## config.mk

```make
export PLATFORM = sky130hd
export DESIGN_NAME = sdma_chain_dma
export DESIGN_NICKNAME = d
export VERILOG_FILES = /design/src/rtl/sdma_pkg.sv /design/src/rtl/sdma_len_calc.sv /design/src/rtl/sdma_beat_ctr.sv /design/src/rtl/sdma_chain_dma.sv
export SDC_FILE = /design/constraint.sdc
export NUM_CORES = 1
export LEC_CHECK = 0
export BUFFER_PORTS_ARGS = -buffer_cell sky130_fd_sc_hd__buf_2
export CAP_MARGIN = 20
export CORE_MARGIN = 2
export CORE_UTILIZATION = 45
export DETAILED_ROUTE_END_ITERATION = 8
export PLACE_DENSITY = 0.69
export SYNTH_ARGS = -nofsm -noshare
export SYNTH_HDL_FRONTEND = slang
export SYNTH_SLANG_ARGS = --single-unit
```

## constraint.sdc

```tcl
create_clock -name clk -period 10.8 [get_ports clk]
set_input_delay 2.16 -clock clk [delete_from_list [all_inputs] [get_ports clk]]
set_output_delay 2.16 -clock clk [all_outputs]
set_load 0.1 [all_outputs]
```

## src/rtl/sdma_pkg.sv

```systemverilog
// Shared types and bit positions for the linked-descriptor data mover.
// Assumes 32-bit descriptor words and byte addresses.
package sdma_pkg;

    localparam int WORD_W = 32;

    // descriptor status bits the engine reads or rewrites
    localparam int ST_OWN  = 31;
    localparam int ST_ERR  = 30;
    localparam int ST_LAST = 2;

    // completion vector bit positions
    localparam int DS_SUM = 8;
    localparam int DS_RX  = 1;
    localparam int DS_TX  = 0;

    typedef enum logic [3:0] {
        S_IDLE,
        S_CARD,
        S_FETCH,
        S_FETCH_W,
        S_CALC,
        S_MRD,
        S_MRD_W,
        S_TXPUSH,
        S_RXPOP,
        S_MWR,
        S_MWR_W,
        S_WBACK,
        S_WBACK_W
    } walk_state_t;

endpackage

```

## src/rtl/sdma_len_calc.sv

```systemverilog
// Per-descriptor length: clamps the size field to the buffer limit
// (zero also means the limit), takes the smaller of that and the bytes
// still owed, and rounds the result up to whole words.
// Assumes remaining is non-zero whenever the result is used.
module sdma_len_calc #(
    parameter int MAX_BUF_BYTES = 8192,
    localparam int CW = $clog2(MAX_BUF_BYTES / 4 + 1)
) (
    input  logic [31:0]   size_field,
    input  logic [31:0]   remaining,
    output logic [31:0]   nbytes,
    output logic [CW-1:0] nwords
);
    localparam logic [31:0] MAXB = 32'(MAX_BUF_BYTES);

    logic [31:0] eff_size;
    logic [31:0] rounded;

    // clamp size, pick the shorter length, round up to words
    always_comb begin
        eff_size = (size_field == 32'd0 || size_field > MAXB) ? MAXB : size_field;
        nbytes   = (eff_size < remaining) ? eff_size : remaining;
        rounded  = (nbytes + 32'd3) >> 2;
        nwords   = CW'(rounded);
    end
endmodule

```

## src/rtl/sdma_beat_ctr.sv

```systemverilog
// Down-counter of words left in the current descriptor's buffer.
// Assumes load and dec never coincide.
module sdma_beat_ctr #(
    parameter int CW = 12
) (
    input  logic          clk,
    input  logic          rst_n,
    input  logic          load,
    input  logic [CW-1:0] load_val,
    input  logic          dec,
    output logic          last
);
    logic [CW-1:0] cnt;

    // load at descriptor start, count down per moved word
    always_ff @(posedge clk) begin
        if (!rst_n)
            cnt <= '0;
        else if (load)
            cnt <= load_val;
        else if (dec && cnt != '0)
            cnt <= cnt - CW'(1);
    end

    assign last = (cnt == CW'(1));
endmodule

```

## src/rtl/sdma_chain_dma.sv

```systemverilog
// Linked-descriptor data mover. Walks four-word descriptors, moves each
// buffer between memory and the card streams word by word, writes the
// status word back with ownership cleared and follows the link until
// the last flag or the byte count ends the run.
// Assumes one outstanding memory request; every granted request gets
// exactly one response in a later cycle.
module sdma_chain_dma
    import sdma_pkg::*;
#(
    parameter int MAX_BUF_BYTES = 8192
) (
    input  logic        clk,
    input  logic        rst_n,
    input  logic        start,
    input  logic        dma_enable,
    input  logic        dir_write,
    input  logic        card_ready,
    input  logic [31:0] desc_base,
    input  logic [31:0] byte_count,
    input  logic [31:0] block_size,
    output logic        mem_req,
    output logic        mem_we,
    output logic [31:0] mem_addr,
    output logic [31:0] mem_wdata,
    input  logic        mem_gnt,
    input  logic        mem_rsp_valid,
    input  logic        mem_rsp_err,
    input  logic [31:0] mem_rdata,
    output logic        tx_valid,
    output logic [31:0] tx_data,
    input  logic        tx_ready,
    input  logic        rx_valid,
    input  logic [31:0] rx_data,
    output logic        rx_ready,
    output logic        busy,
    output logic        done,
    output logic [8:0]  dma_sts,
    output logic        data_complete,
    output logic        abnormal
);
    localparam int CW = $clog2(MAX_BUF_BYTES / 4 + 1);

    walk_state_t state;
    logic [1:0]  widx;
    logic [31:0] cur_desc, rem, nbytes_q, buf_ptr, data_q;
    logic [31:0] dsc_status, dsc_size, dsc_addr, dsc_next;
    logic        dir_q, err_seen;

    logic [31:0]   calc_bytes;
    logic [CW-1:0] calc_words;
    logic          ctr_load, ctr_dec, beat_last;
    logic [31:0]   wb_word, rem_next;
    logic          start_ok;

    sdma_len_calc #(.MAX_BUF_BYTES(MAX_BUF_BYTES)) u_len (
        .size_field (dsc_size),
        .remaining  (rem),
        .nbytes     (calc_bytes),
        .nwords     (calc_words)
    );

    sdma_beat_ctr #(.CW(CW)) u_beats (
        .clk      (clk),
        .rst_n    (rst_n),
        .load     (ctr_load),
        .load_val (calc_words),
        .dec      (ctr_dec),
        .last     (beat_last)
    );

    // request qualification, beat events, write-back word, count update
    always_comb begin
        start_ok = start && dma_enable && byte_count != 32'd0 && block_size != 32'd0;
        ctr_load = (state == S_CALC);
        ctr_dec  = (state == S_TXPUSH && tx_ready) ||
                   (state == S_MWR_W && mem_rsp_valid && !mem_rsp_err);
        wb_word          = dsc_status;
        wb_word[ST_OWN]  = 1'b0;
        if (err_seen) wb_word[ST_ERR] = 1'b1;
        rem_next = (rem > nbytes_q) ? rem - nbytes_q : 32'd0;
    end

    // memory and stream port drive from the walk state
    always_comb begin
        mem_req   = 1'b0;
        mem_we    = 1'b0;
        mem_addr  = 32'd0;
        mem_wdata = 32'd0;
        case (state)
            S_FETCH: begin mem_req = 1'b1; mem_addr = cur_desc + {28'd0, widx, 2'b00}; end
            S_MRD:   begin mem_req = 1'b1; mem_addr = buf_ptr; end
            S_MWR:   begin mem_req = 1'b1; mem_we = 1'b1; mem_addr = buf_ptr; mem_wdata = data_q; end
            S_WBACK: begin mem_req = 1'b1; mem_we = 1'b1; mem_addr = cur_desc; mem_wdata = wb_word; end
            default: ;
        endcase
        tx_valid = (state == S_TXPUSH);
        tx_data  = data_q;
        rx_ready = (state == S_RXPOP);
        busy     = (state != S_IDLE);
    end

    // descriptor walk sequencer with completion reporting
    always_ff @(posedge clk) begin
        if (!rst_n) begin
            state <= S_IDLE;   widx <= 2'd0;      cur_desc <= 32'd0;
            rem <= 32'd0;      nbytes_q <= 32'd0; buf_ptr <= 32'd0;
            data_q <= 32'd0;   dsc_status <= 32'd0; dsc_size <= 32'd0;
            dsc_addr <= 32'd0; dsc_next <= 32'd0; dir_q <= 1'b0;
            err_seen <= 1'b0;  done <= 1'b0;      dma_sts <= 9'd0;
            data_complete <= 1'b0; abnormal <= 1'b0;
        end else begin
            done <= 1'b0;
            case (state)
                S_IDLE: if (start_ok) begin
                    cur_desc <= desc_base;  rem <= byte_count;  dir_q <= dir_write;
                    err_seen <= 1'b0;       widx <= 2'd0;       dsc_status <= 32'd0;
                    dma_sts <= 9'd0;        data_complete <= 1'b0; abnormal <= 1'b0;
                    state <= dir_write ? S_FETCH : S_CARD;
                end
                S_CARD:  if (card_ready) state <= S_FETCH;
                S_FETCH: if (mem_gnt) state <= S_FETCH_W;
                S_FETCH_W: if (mem_rsp_valid) begin
                    if (mem_rsp_err) begin
                        err_seen <= 1'b1;
                        state    <= S_WBACK;
                    end else begin
                        case (widx)
                            2'd0: dsc_status <= mem_rdata;
                            2'd1: dsc_size   <= mem_rdata;
                            2'd2: dsc_addr   <= mem_rdata;
                            default: dsc_next <= mem_rdata;
                        endcase
                        widx  <= widx + 2'd1;
                        state <= (widx == 2'd3) ? S_CALC : S_FETCH;
                    end
                end
                S_CALC: begin
                    nbytes_q <= calc_bytes;
                    buf_ptr  <= dsc_addr & ~32'd3;
                    state    <= dir_q ? S_MRD : S_RXPOP;
                end
                S_MRD: if (mem_gnt) state <= S_MRD_W;
                S_MRD_W: if (mem_rsp_valid) begin
                    if (mem_rsp_err) begin
                        err_seen <= 1'b1;
                        state    <= S_WBACK;
                    end else begin
                        data_q <= mem_rdata;
                        state  <= S_TXPUSH;
                    end
                end
                S_TXPUSH: if (tx_ready) begin
                    buf_ptr <= buf_ptr + 32'd4;
                    state   <= beat_last ? S_WBACK : S_MRD;
                end
                S_RXPOP: if (rx_valid) begin
                    data_q <= rx_data;
                    state  <= S_MWR;
                end
                S_MWR: if (mem_gnt) state <= S_MWR_W;
                S_MWR_W: if (mem_rsp_valid) begin
                    if (mem_rsp_err) begin
                        err_seen <= 1'b1;
                        state    <= S_WBACK;
                    end else begin
                        buf_ptr <= buf_ptr + 32'd4;
                        state   <= beat_last ? S_WBACK : S_RXPOP;
                    end
                end
                S_WBACK: if (mem_gnt) state <= S_WBACK_W;
                S_WBACK_W: if (mem_rsp_valid) begin
                    rem <= rem_next;
                    if (err_seen || mem_rsp_err) begin
                        abnormal <= 1'b1;
                        done     <= 1'b1;
                        state    <= S_IDLE;
                    end else if (dsc_status[ST_LAST] || rem_next == 32'd0) begin
                        dma_sts[DS_SUM] <= 1'b1;
                        if (dir_q) dma_sts[DS_TX] <= 1'b1;
                        else       dma_sts[DS_RX] <= 1'b1;
                        data_complete <= 1'b1;
                        done  <= 1'b1;
                        state <= S_IDLE;
                    end else begin
                        cur_desc   <= dsc_next;
                        widx       <= 2'd0;
                        dsc_status <= 32'd0;
                        state      <= S_FETCH;
                    end
                end
                default: state <= S_IDLE;
            endcase
        end
    end
endmodule

```

Word-level counts from Yosys, hierarchy flattened
Index checks and enable logic that the tools add are counted.
{"block": "classes", "add_sub_neg": 6, "order_cmp": 3, "reduce_logical": 48, "bitwise": 2, "muxes": 85, "eq_ne": 40}
{"cell": "32-bit two-way mux", "n": 15}
{"cell": "32-bit one-hot mux with 2 select lines", "n": 4}
{"cell": "31-bit two-way mux", "n": 7}
{"cell": "32-bit one-hot mux with 3 select lines", "n": 2}
{"cell": "31-bit one-hot mux with 3 select lines", "n": 1}
{"cell": "4-bit two-way mux", "n": 17}
{"cell": "32-bit logical NOT", "n": 2}
{"cell": "32-bit nonzero test", "n": 2}
{"cell": "4-bit one-hot mux with 13 select lines", "n": 1}
{"cell": "2-bit inequality test (second input constant)", "n": 21}
{"cell": "32-bit by 3-bit adder with 32-bit output (second input constant)", "n": 1}
{"cell": "32-bit by 4-bit adder with 32-bit output", "n": 1}
{"cell": "32-bit by 14-bit > comparator with 1-bit output (second input constant)", "n": 1}
{"cell": "32-bit > comparator", "n": 1}
{"cell": "32-bit less-than comparator", "n": 1}
{"cell": "32-bit subtractor", "n": 1}
{"cell": "4-bit AND reduction", "n": 7}
{"cell": "2-bit two-way mux", "n": 13}
{"cell": "12-bit two-way mux", "n": 2}
{"cell": "4-bit equality test (second input constant)", "n": 5}
{"cell": "4-bit by 3-bit equality test with 1-bit output (second input constant)", "n": 4}
{"cell": "1-bit two-way mux", "n": 15}
{"cell": "14-bit by 2-bit adder with 14-bit output (second input constant)", "n": 1}
{"cell": "12-bit by 1-bit equality test with 1-bit output (second input constant)", "n": 1}
{"cell": "32 further kinds", "n": 58}
{"block": "word_totals", "input_bits": 171, "register_bits": 313}

Depth between registers and ports, before layout
Gate-level depths: netlist of the first run.
{"block": "depth", "word_depth": 8, "depth_mapped": 18}

By module
From an unflattened synthesis of the first run, not the netlist that was laid out.
{"block": "hier_totals", "cells_unflattened": 2615, "hier_area_um2": 19244.7}
{"module": "sdma_chain_dma", "area_per_inst_um2": 16859.9, "seq_area_each_um2": 5925.7, "cells_per_inst": 2275, "n_inst": 1}
{"module": "sdma_len_calc", "area_per_inst_um2": 1670.4, "seq_area_each_um2": 0.0, "cells_per_inst": 253, "n_inst": 1}
{"module": "sdma_beat_ctr", "area_per_inst_um2": 714.4, "seq_area_each_um2": 240.2, "cells_per_inst": 87, "n_inst": 1}

Least setup slack after synthesis of the first run
No wires, ideal clock.
{"block": "synth_timing", "path_type": "flip-flop to output port", "startpoint": "register widx[0]", "endpoint": "output port mem_addr[28]", "setup_slack_ps": 3284, "arrival_ps": 5356, "path_stages_with_launch": 11, "path_cell_list": "dfxtp_1 -> ha_1 -> fa_1 -> nand3_1 -> nor2_1 -> and4_1 -> and3_1 -> nand2_1 -> nor2_1 -> nand3_1 -> o311ai_0"}
{"block": "synth_between", "elab_chain_len": 2}
{"element": "start, declared", "line_no": "sdma_chain_dma.sv:44", "source": "logic [1:0] widx;"}
{"element": "start signal, assigned", "line_no": "sdma_chain_dma.sv:133", "source": "widx <= widx + 2'd1;"}
{"element": "32-bit by 4-bit adder with 32-bit output", "line_no": "sdma_chain_dma.sv:90", "source": "S_FETCH: begin mem_req = 1'b1; mem_addr = cur_desc + {28'd0, widx, 2'b00}; end"}
{"element": "32-bit one-hot mux with 3 select lines", "line_no": "sdma_chain_dma.sv:89", "source": "case (state)"}
{"element": "end, declared", "line_no": "sdma_chain_dma.sv:23", "source": "output logic [31:0] mem_addr,"}
No other way between the ends.

Worst setup path in the final report of the first run
{"block": "layout_timing", "startpoint": "register widx[1]", "endpoint": "output port mem_addr[29]"}
Same word-level chain as after synthesis.

==> results of run 1 <==
==> synthesized netlist by cell type (17+ instances only) <==
library cell	instances	share of area [%]
o21ai_0	106	2.8
nand3_1	83	2.2
ha_1	72	4.7
nand4_1	35	1.2
o311ai_0	17	0.78
a211oi_1	70	2.8
o211ai_1	19	0.75
a21oi_1	224	5.9
a21o_1	19	0.75
nor2_1	210	4.1
and3_1	44	1.4
mux2i_1	134	7.0
xor2_1	21	0.97
dfxtp_1	308	32
clkbuf_1	161	3.2
inv_1	94	1.9
a22oi_1	17	0.67
xnor2_1	36	1.7
nor4_1	38	1.2
nand2_1	605	12
nor3_1	32	0.84
==> worst paths after layout <==
path / startpoint / endpoint / slack (ns) / depth (start not counted)
min: nbytes_q[15]$_SDFFE_PN0P_ / nbytes_q[15]$_SDFFE_PN0P_ / 0.45 / 2
max: widx[1]$_SDFFE_PN0P_ / mem_addr[29] / 4.76 / 11
max reg2reg: nbytes_q[10]$_SDFFE_PN0P_ / cur_desc[7]$_SDFFE_PN0P_ / 6.11 / 13
min reg2reg: nbytes_q[15]$_SDFFE_PN0P_ / nbytes_q[15]$_SDFFE_PN0P_ / 0.45 / 2
==> cell families (layout without fill, tap and decap cells) <==
| kind of cell | Yosys count | count (layout) | synth area share [%] |
|---|---|---|---|
| flops | 308 | 308 | 32.4 |
| other cells | 1 | 24 | 0.0197 |
| mux | 135 | 135 | 7.11 |
| compound gates | 621 | 621 | 21.0 |
| buf+inv | 284 | 472 | 6.09 |
| simple gates | 1120 | 1120 | 25.8 |
| xor+xnor | 57 | 57 | 2.62 |
| fa+ha+maj | 74 | 74 | 4.94 |
==> layout make-up <==
cell class              instances  area [um2]  share of cell area [%]
inverters                      96         365                    1.66
clock inverters                13         176                   0.802
well taps                     539         674                    3.06
clock buffers                  52        1060                    4.83
multi-input cells            2031       11900                    53.9
flip-flops and latches        308        6170                    28.0
repair buffers                311        1700                    7.74
==> metrics by stage <==
step,worst slack [ns],cell area [um2]
6_report,4.76,22000
5_1_grt,4.48,22000
4_1_cts,4.77,21900
3_5_place_dp,5.35,20700
3_3_place_gp,5.40,20700
2_1_floorplan,3.28,19100
==> routing by layer <==
metal	track usage, %	vias up
li1	-	9478
met1	40.9	9436
met2	47.9	826
met3	5.39	128
met4	10.9	0
met5	0	-
==> critical path: stages, from the launching register on <==
cell     delay [ns]
dfxtp_1        0.38
ha_1           0.30
a21o_1         0.14
nand3_1        0.13
nor4_1         0.42
and3_1         0.25
and3_1         0.23
and4_1         0.25
nand3_1        0.18
or4_1          0.51
nand3_1        0.09
buf_2          0.43
==> state kept, by name, indices dropped and copies added (netlist names) <==
| name | count |
|---|---|
| done | 1 |
| dsc_next | 32 |
| buf_ptr | 30 |
| dma_sts | 3 |
| dsc_size | 32 |
| tx_data | 32 |
| cur_desc | 32 |
| widx | 2 |
| state | 4 |
| rem | 32 |
| err_seen | 1 |
| abnormal | 1 |
| dsc_addr | 30 |
| dir_q | 1 |
| dsc_status | 31 |
| nbytes_q | 32 |
| u_beats.cnt | 12 |
==> where the power goes <==
group / leakage (nW) / internal (mW) / total (mW) / switching, mW
Clock: 0.614 / 0.761 / 1.27 / 0.514
Sequential: 2.50 / 1.31 / 1.52 / 0.214
Combinational: 5.78 / 0.989 / 3.09 / 2.10
==> impl_metrics.csv, run 1 <==
group,metric,value,unit
status,status,"finished, final reports clean",
timing,fin_skew,0.0302,ns
timing,worst_pin_slew,1.12,ns
worst_setup_path,criticalPathCategory,"flop to output port",
global_routing,grt_antenna_before_repair,1,
timing,relSlewSlack,25.4,%
timing,hold_violations,0,
detailed_routing,wl_per_cell,20.3,um
detailed_routing,postRouteAntennaNets,0,
timing,fin_tns_setup,0,ns
global_routing,grt_max_degree,115,
job,max-cap-violations,0,
place,io_buffers,277,
final_layout,fin_util,52.6,%
yosys,syn_area_per_cell,7.32,um2
final_layout,area_growth,15.6,%
clock_network,cts_root_buffer,"clkbuf_16",
detailed_routing,route.met2.wl,30700,um
global_routing,grt_usage,30.1,%
die,fp.dieW,210,um
clock_network,clkSlewWorstSetupHoldPaths,0.06,ns
pwr,total_power,5.89,mW
worst_setup_path,end_kind,"output port",
timing,max_clock_freq,166,MHz
final_layout,fillers,4090,
timing,setup_violations,0,
timing,post-route-period-util,55.9,%
yosys,synth-seq-area-share,32.4,%
clock_network,post_cts_buffers,0,
clock_network,cts_buffer_depth,3,
worst_setup_path,critPathMaxFanout,6,
global_routing,overflow,0,
yosys,async_flop_share,0,%
die,ioPinCount,284,
final_layout,final_cell_mix,"605 x nand2_1, 307 x dfxtp_1, 276 x buf_2, 223 x a21oi_1, 209 x nor2_1",
global_routing,grt_pass1_vias,18700,
clock_network,hold_buffers,0,
detailed_routing,totalWireLength,68200,um
detailed_routing,top_layer,"met4",
yosys,syn_inst,2600,
yosys,yosys_register_bits,308,
yosys,synth-edff-count,0,
detailed_routing,initialDrtViolationCount,1945,
yosys,ys_warn_count,0,
clock_network,clk_latency,0.57,ns
detailed_routing,wl_met1,29700,um
clock_network,h-tree-depth,2,
detailed_routing,drc,0,
timing,hold_slack,0.450,ns
detailed_routing,vias,19900,
pwr,powerDensity,268,nW/um2
detailed_routing,dr.pass1.iters,5,
place,place_inst,3281,
timing,min_period,6.04,ns
final_layout,final_nets,3029,
place,routabilityCongestion,0.939,
clock_network,cts_buffers,36,
yosys,ys.flop_type,"dfxtp_1",
pwr,worst_ir_drop_vdd,0.202,mV
clock_network,cts.sinks,308,
place,hpwl,49100,um
worst_setup_path,cp.required,8.64,ns
die,fp-row-count,75,
die,coreArea,41900,um2
final_layout,final_common_cell,"nand2_1",
final_layout,instances_no_fill,3350,
die,die_y,210,um
global_routing,grt_pass1_wl,104000,um
die,dieArea,44000,um2
hold_path,min_path_type,"flop to flop",
detailed_routing,dr_wl_met3,5620,um
pwr,p_leak,8.90,nW
detailed_routing,vias_per_cell,5.93,
final_layout,drive_gt1_share,14.4,%
die,initial_utilization,45.5,%
yosys,synth_cell_types,83,
worst_setup_path,arrival,3.88,ns
clock_network,cts_tree,"built",
worst_setup_path,start_kind,"flop",
clock_network,cts_resized,0,
yosys,syn-cell-area,19000,um2
timing,rsz0062_at_grt,"false",
timing,finalMaxSlewViolations,0,
final_layout,antenna_cells,0,
No activity file was read; power rests on OpenSTA's default activity.
==> run 2: changes to the inputs <==
Clock period 10.8 ns to 6.2 ns, I/O delays scaled along.
==> impl_metrics.csv, run 2 (synthesized netlist as in run 1, its figures left out) <==
group,metric,value,unit
final_layout,final_common_cell,"nand2_1",
pwr,power_frac_comb,52.5,%
die,initial_utilization,45.5,%
final_layout,area_growth,16.0,%
clock_network,hold_buffers,0,
clock_network,cts_buffers,37,
detailed_routing,vias,20100,
global_routing,grt_antenna_before_repair,1,
detailed_routing,totalWireLength,70100,um
place,hpwl,50400,um
final_layout,final_nets,3033,
job,max-cap-violations,0,
pwr,swShare,48.1,%
timing,setup_violations,0,
clock_network,cts_root_buffer,"clkbuf_16",
clock_network,cts_resized,0,
die,coreArea,41900,um2
detailed_routing,initialDrtViolationCount,1992,
place,routabilityCongestion,0.945,
timing,max_clock_freq,192,MHz
status,status,"finished, final reports clean",
detailed_routing,postRouteAntennaNets,0,
die,ioPinCount,284,
worst_setup_path,criticalPathCategory,"flop to output port",
timing,fin_tns_setup,0,ns
global_routing,grt_usage,31.2,%
pwr,pwr-share-seq,25.6,%
worst_setup_path,start_kind,"flop",
pwr,worst_ir_drop_vdd,0.259,mV
pwr,powerDensity,468,nW/um2
timing,worst_pin_slew,0.997,ns
global_routing,grt_max_degree,97,
clock_network,post_cts_buffers,0,
final_layout,fin_area,22100,um2
detailed_routing,drc,0,
worst_setup_path,cp.required,4.96,ns
clock_network,clk_latency,0.56,ns
worst_setup_path,end_kind,"output port",
place,io_buffers,277,
global_routing,overflow,0,
pwr,net-switching-power,4.97,mW
timing,fin_skew,0.0214,ns
final_layout,drive_gt1_share,14.6,%
timing,post-route-period-util,84.0,%
detailed_routing,vias_per_cell,5.98,
worst_setup_path,critPathMaxFanout,33,
timing,hold_violations,0,
pwr,clkPwrFrac,21.9,%
detailed_routing,wl_per_cell,20.9,um
timing,relSlewSlack,33.4,%
final_layout,fillers,4034,
hold_path,min_path_type,"flop to flop",
timing,rsz0062_at_grt,"false",
die,dieArea,44000,um2
die,fp.dieW,210,um
pwr,total_power,10.3,mW
global_routing,grt_pass1_wl,108000,um
timing,min_period,5.21,ns
global_routing,grt_pass1_vias,18900,
timing,finalMaxSlewViolations,0,
clock_network,clkSlewWorstSetupHoldPaths,0.06,ns
die,fp-row-count,75,
place,place_area,20700,um2
clock_network,cts.sinks,308,
worst_setup_path,arrival,3.97,ns
detailed_routing,dr.pass1.iters,6,
pwr,p_leak,8.93,nW
clock_network,h-tree-depth,2,
clock_network,cts_tree,"built",
die,die_y,210,um
pwr,p_int,5.36,mW
final_layout,final_cell_mix,"605 x nand2_1, 307 x dfxtp_1, 276 x buf_2, 223 x a21oi_1, 209 x nor2_1",
clock_network,cts_buffer_depth,3,
-- run 2: cell types whose count changed in the layout (fill, tap and decap cells not counted), moves of 2 or more --
cell	delta
buf_4	+2
inv_6	+3
clkbuf_8	+5
clkinv_2	-5
clkbuf_1	-2
-- run 2: final cells by class --
class / instances / area, um2 / share of cell area (%)
timing repair buffer: 314 / 1740 / 7.90
inverter: 96 / 365 / 1.65
clock buffer: 55 / 1120 / 5.09
clock inverter: 11 / 140 / 0.635
multi-input combinational: 2031 / 11900 / 53.7
sequential: 308 / 6170 / 27.9
antenna: 1 / 2.50 / 0.0113
tap: 539 / 674 / 3.05
-- run 2: power by group through the flow --
| stage | Sequential [mW] | Combinational (mW) | Clock [mW] |
|---|---|---|---|
| 5_1_grt | 2.69 | 5.85 | 2.37 |
| 3_3_place_gp | 2.66 | 5.28 | 0 |
| 4_1_cts | 2.63 | 5.32 | 2.29 |
| 3_5_place_dp | 2.67 | 5.30 | 0 |
| 6_report | 2.64 | 5.43 | 2.26 |
| 2_1_floorplan | 2.90 | 3.70 | 0 |
-- run 2: through the flow --
stage	setup slack, ns	hold WS (ns)	util (%)	cells
2_1_floorplan	-0.396	0.431	-	2623
3_3_place_gp	1.56	0.438	49.5	3283
3_5_place_dp	1.59	0.443	49.5	3283
4_1_cts	1.04	0.451	52.5	3349
5_1_grt	0.780	0.467	52.8	3354
6_report	0.994	0.451	52.8	3355
-- run 2: worst paths after layout --
check                                                from                        end  slack, ns  cells past startpoint
worst max-delay path                state[0]$_SDFFE_PN0P_               mem_addr[20]       0.99                      9
worst min-delay path            dsc_size[18]$_SDFFE_PN0P_  dsc_size[18]$_SDFFE_PN0P_       0.45                      2
worst max register to register  nbytes_q[10]$_SDFFE_PN0P_  cur_desc[15]$_SDFFE_PN0P_       1.57                     13
worst min register to register  dsc_size[18]$_SDFFE_PN0P_  dsc_size[18]$_SDFFE_PN0P_       0.45                      2
-- run 2: layer usage --
metal,global-route usage (%),up-vias,routed length (um)
li1,-,9526,-
met1,43.0,9572,31200
met2,49.3,813,31400
met3,5.37,142,5260
met4,10.6,0,2250
met5,0,-,0
-- run 2: worst max-delay path: stages, from the launching register on --
cell,delay (ns)
dfxtp_1,0.83
clkinv_1,0.47
nor2_1,0.24
nand2_1,0.07
buf_4,0.29
inv_1,0.21
nand2_1,0.37
o211a_1,0.26
o21ai_0,0.20
buf_2,0.46
==> run 3: changes to the inputs <==
Clock period 6.2 ns to 4.93 ns, I/O delays scaled along.
==> impl_metrics.csv, run 3 (synthesized netlist as in run 1, its figures left out) <==
group,metric,value,unit
status,status,"finished, final reports clean",
timing,fin_skew,0.0278,ns
timing,hold_violations,0,
timing,setup_violations,0,
clock_network,post_cts_buffers,0,
timing,min_period,4.68,ns
pwr,total_power,13.0,mW
detailed_routing,vias_per_cell,5.93,
timing,post-route-period-util,94.9,%
worst_setup_path,cp_slowest_cell,"or4_1",
clock_network,hold_buffers,0,
die,ioPinCount,284,
worst_setup_path,start_kind,"flop",
worst_setup_path,criticalPathCategory,"flop to output port",
final_layout,drive_gt1_share,14.6,%
global_routing,overflow,0,
global_routing,grt_antenna_before_repair,0,
clock_network,clkSlewWorstSetupHoldPaths,0.06,ns
worst_setup_path,critical_path_depth,11,
die,dieArea,44000,um2
die,coreArea,41900,um2
worst_setup_path,critPathMaxFanout,6,
hold_path,min-delay-start,"dsc_size[16]$_SDFFE_PN0P_",
detailed_routing,dr.pass1.iters,6,
final_layout,area_growth,17.5,%
final_layout,final_cell_mix,"605 x nand2_1, 307 x dfxtp_1, 252 x buf_2, 223 x a21oi_1, 209 x nor2_1",
place,place_inst,3289,
timing,fin_tns_setup,0,ns
clock_network,cts_buffer_depth,3,
global_routing,grt_pass1_vias,18800,
hold_path,min_to,"dsc_size[16]$_SDFFE_PN0P_",
die,fp-row-count,75,
detailed_routing,wl_per_cell,20.6,um
worst_setup_path,cp-startpoint,"widx[1]$_SDFFE_PN0P_",
global_routing,grt_max_degree,132,
worst_setup_path,arrival,3.69,ns
timing,finalMaxSlewViolations,0,
worst_setup_path,r2r.worst_path.cells,15,
clock_network,cts_resized,0,
worst_setup_path,crit_top_cell,"nand3_1",
die,initial_utilization,45.5,%
die,die_y,210,um
hold_path,min_path_type,"flop to flop",
final_layout,final_common_cell,"nand2_1",
clock_network,cts_root_buffer,"clkbuf_16",
detailed_routing,postRouteAntennaNets,0,
job,max-cap-violations,0,
worst_setup_path,timing.critical_path.buf_inv,1,
clock_network,h-tree-depth,2,
hold_path,hold_depth,2,
place,routabilityCongestion,0.949,
worst_setup_path,cp.required,3.94,ns
detailed_routing,initialDrtViolationCount,1812,
place,place_area,21100,um2
timing,relSlewSlack,22.6,%
final_layout,fin_area,22400,um2
clock_network,cts.sinks,308,
detailed_routing,drc,0,
die,fp.dieW,210,um
pwr,worst_ir_drop_vdd,0.490,mV
clock_network,clk_latency,0.55,ns
worst_setup_path,path_cells,"ha_1 -> a21o_1 -> nand3_1 -> nor4_1 -> and3_1 -> and3_1 -> and4_1 -> nand3_1 -> or4_1 -> nand3_1 -> buf_12",
pwr,p_leak,8.98,nW
worst_setup_path,end_kind,"output port",
timing,worst_pin_slew,1.16,ns
worst_setup_path,reg2reg_from,"dsc_size[3]$_SDFFE_PN0P_",
worst_setup_path,rrSetupSlack,0.39,ns
place,io_buffers,277,
final_layout,final_nets,3035,
detailed_routing,totalWireLength,69100,um
global_routing,grt_pass1_wl,107000,um
worst_setup_path,reg2reg_to,"u_beats.cnt[10]$_SDFFE_PN0P_",
place,hpwl,50000,um
timing,rsz0062_at_grt,"false",
pwr,powerDensity,581,nW/um2
worst_setup_path,worst_path_dominant_cell_family,"simple AND/OR/NAND/NOR gates",
clock_network,cts_tree,"built",
timing,max_clock_freq,214,MHz
clock_network,cts_buffers,36,
detailed_routing,vias,19900,
global_routing,grt_usage,30.6,%
final_layout,instances_no_fill,3356,
worst_setup_path,cpPeakStageDelay,0.50,ns
final_layout,antenna_cells,0,
-- run 3: how the worst max path moves through the flow --
stage | slack [ns] | end
final | 0.25 | mem_addr[29]
after global routing | 0.03 | mem_addr[29]
after floorplan | -0.75 | mem_addr[10]
after global placement | 0.60 | u_beats.cnt[10]$_SDFFE_PN0P_
after CTS | 0.28 | mem_addr[29]
after detailed placement | 0.51 | u_beats.cnt[10]$_SDFFE_PN0P_
-- run 3: area by class of cell --
class                   instances  area, um2
fillers                      4064      19500
multi-input cells            2031      11900
flip-flops and latches        308       6170
repair buffers                317       2090
clock buffers                  54       1080
well taps                     539        674
inverters                      96        365
clock inverters                11        138
-- run 3: tightest hold or removal path: cells and delay by family (launching register included) --
family / cells / cell delay, ns
AO/OA/AOI/OAI: 1 / 0.05
flip-flops: 1 / 0.30
AND/OR/NAND/NOR: 1 / 0.05
-- run 3: per-layer routing --
layer / vias up / part of all wire (%) / global-route usage [%]
li1: 9512 / - / -
met1: 9369 / 44 / 42.2
met2: 888 / 45 / 48.6
met3: 136 / 8.4 / 5.48
met4: 0 / 3.1 / 10.1
met5: - / 0 / 0
-- run 3: report_power, final --
part           leakage [nW]  switching, mW  internal [mW]  total (mW)
combinational          5.88           4.69           2.28        6.97
sequential             2.50          0.421           2.86        3.28
clock                 0.600           1.12           1.63        2.75
total                  8.98           6.23           6.77        13.0
-- run 3: metrics by stage --
step	worst slack (ns)	utilization, %	hold WS, ns
after floorplan	-0.750	-	0.431
after global placement	0.599	50.5	0.437
after detailed placement	0.505	50.5	0.443
after CTS	0.284	53.4	0.451
after global routing	0.0277	53.5	0.465
final	0.251	53.5	0.451
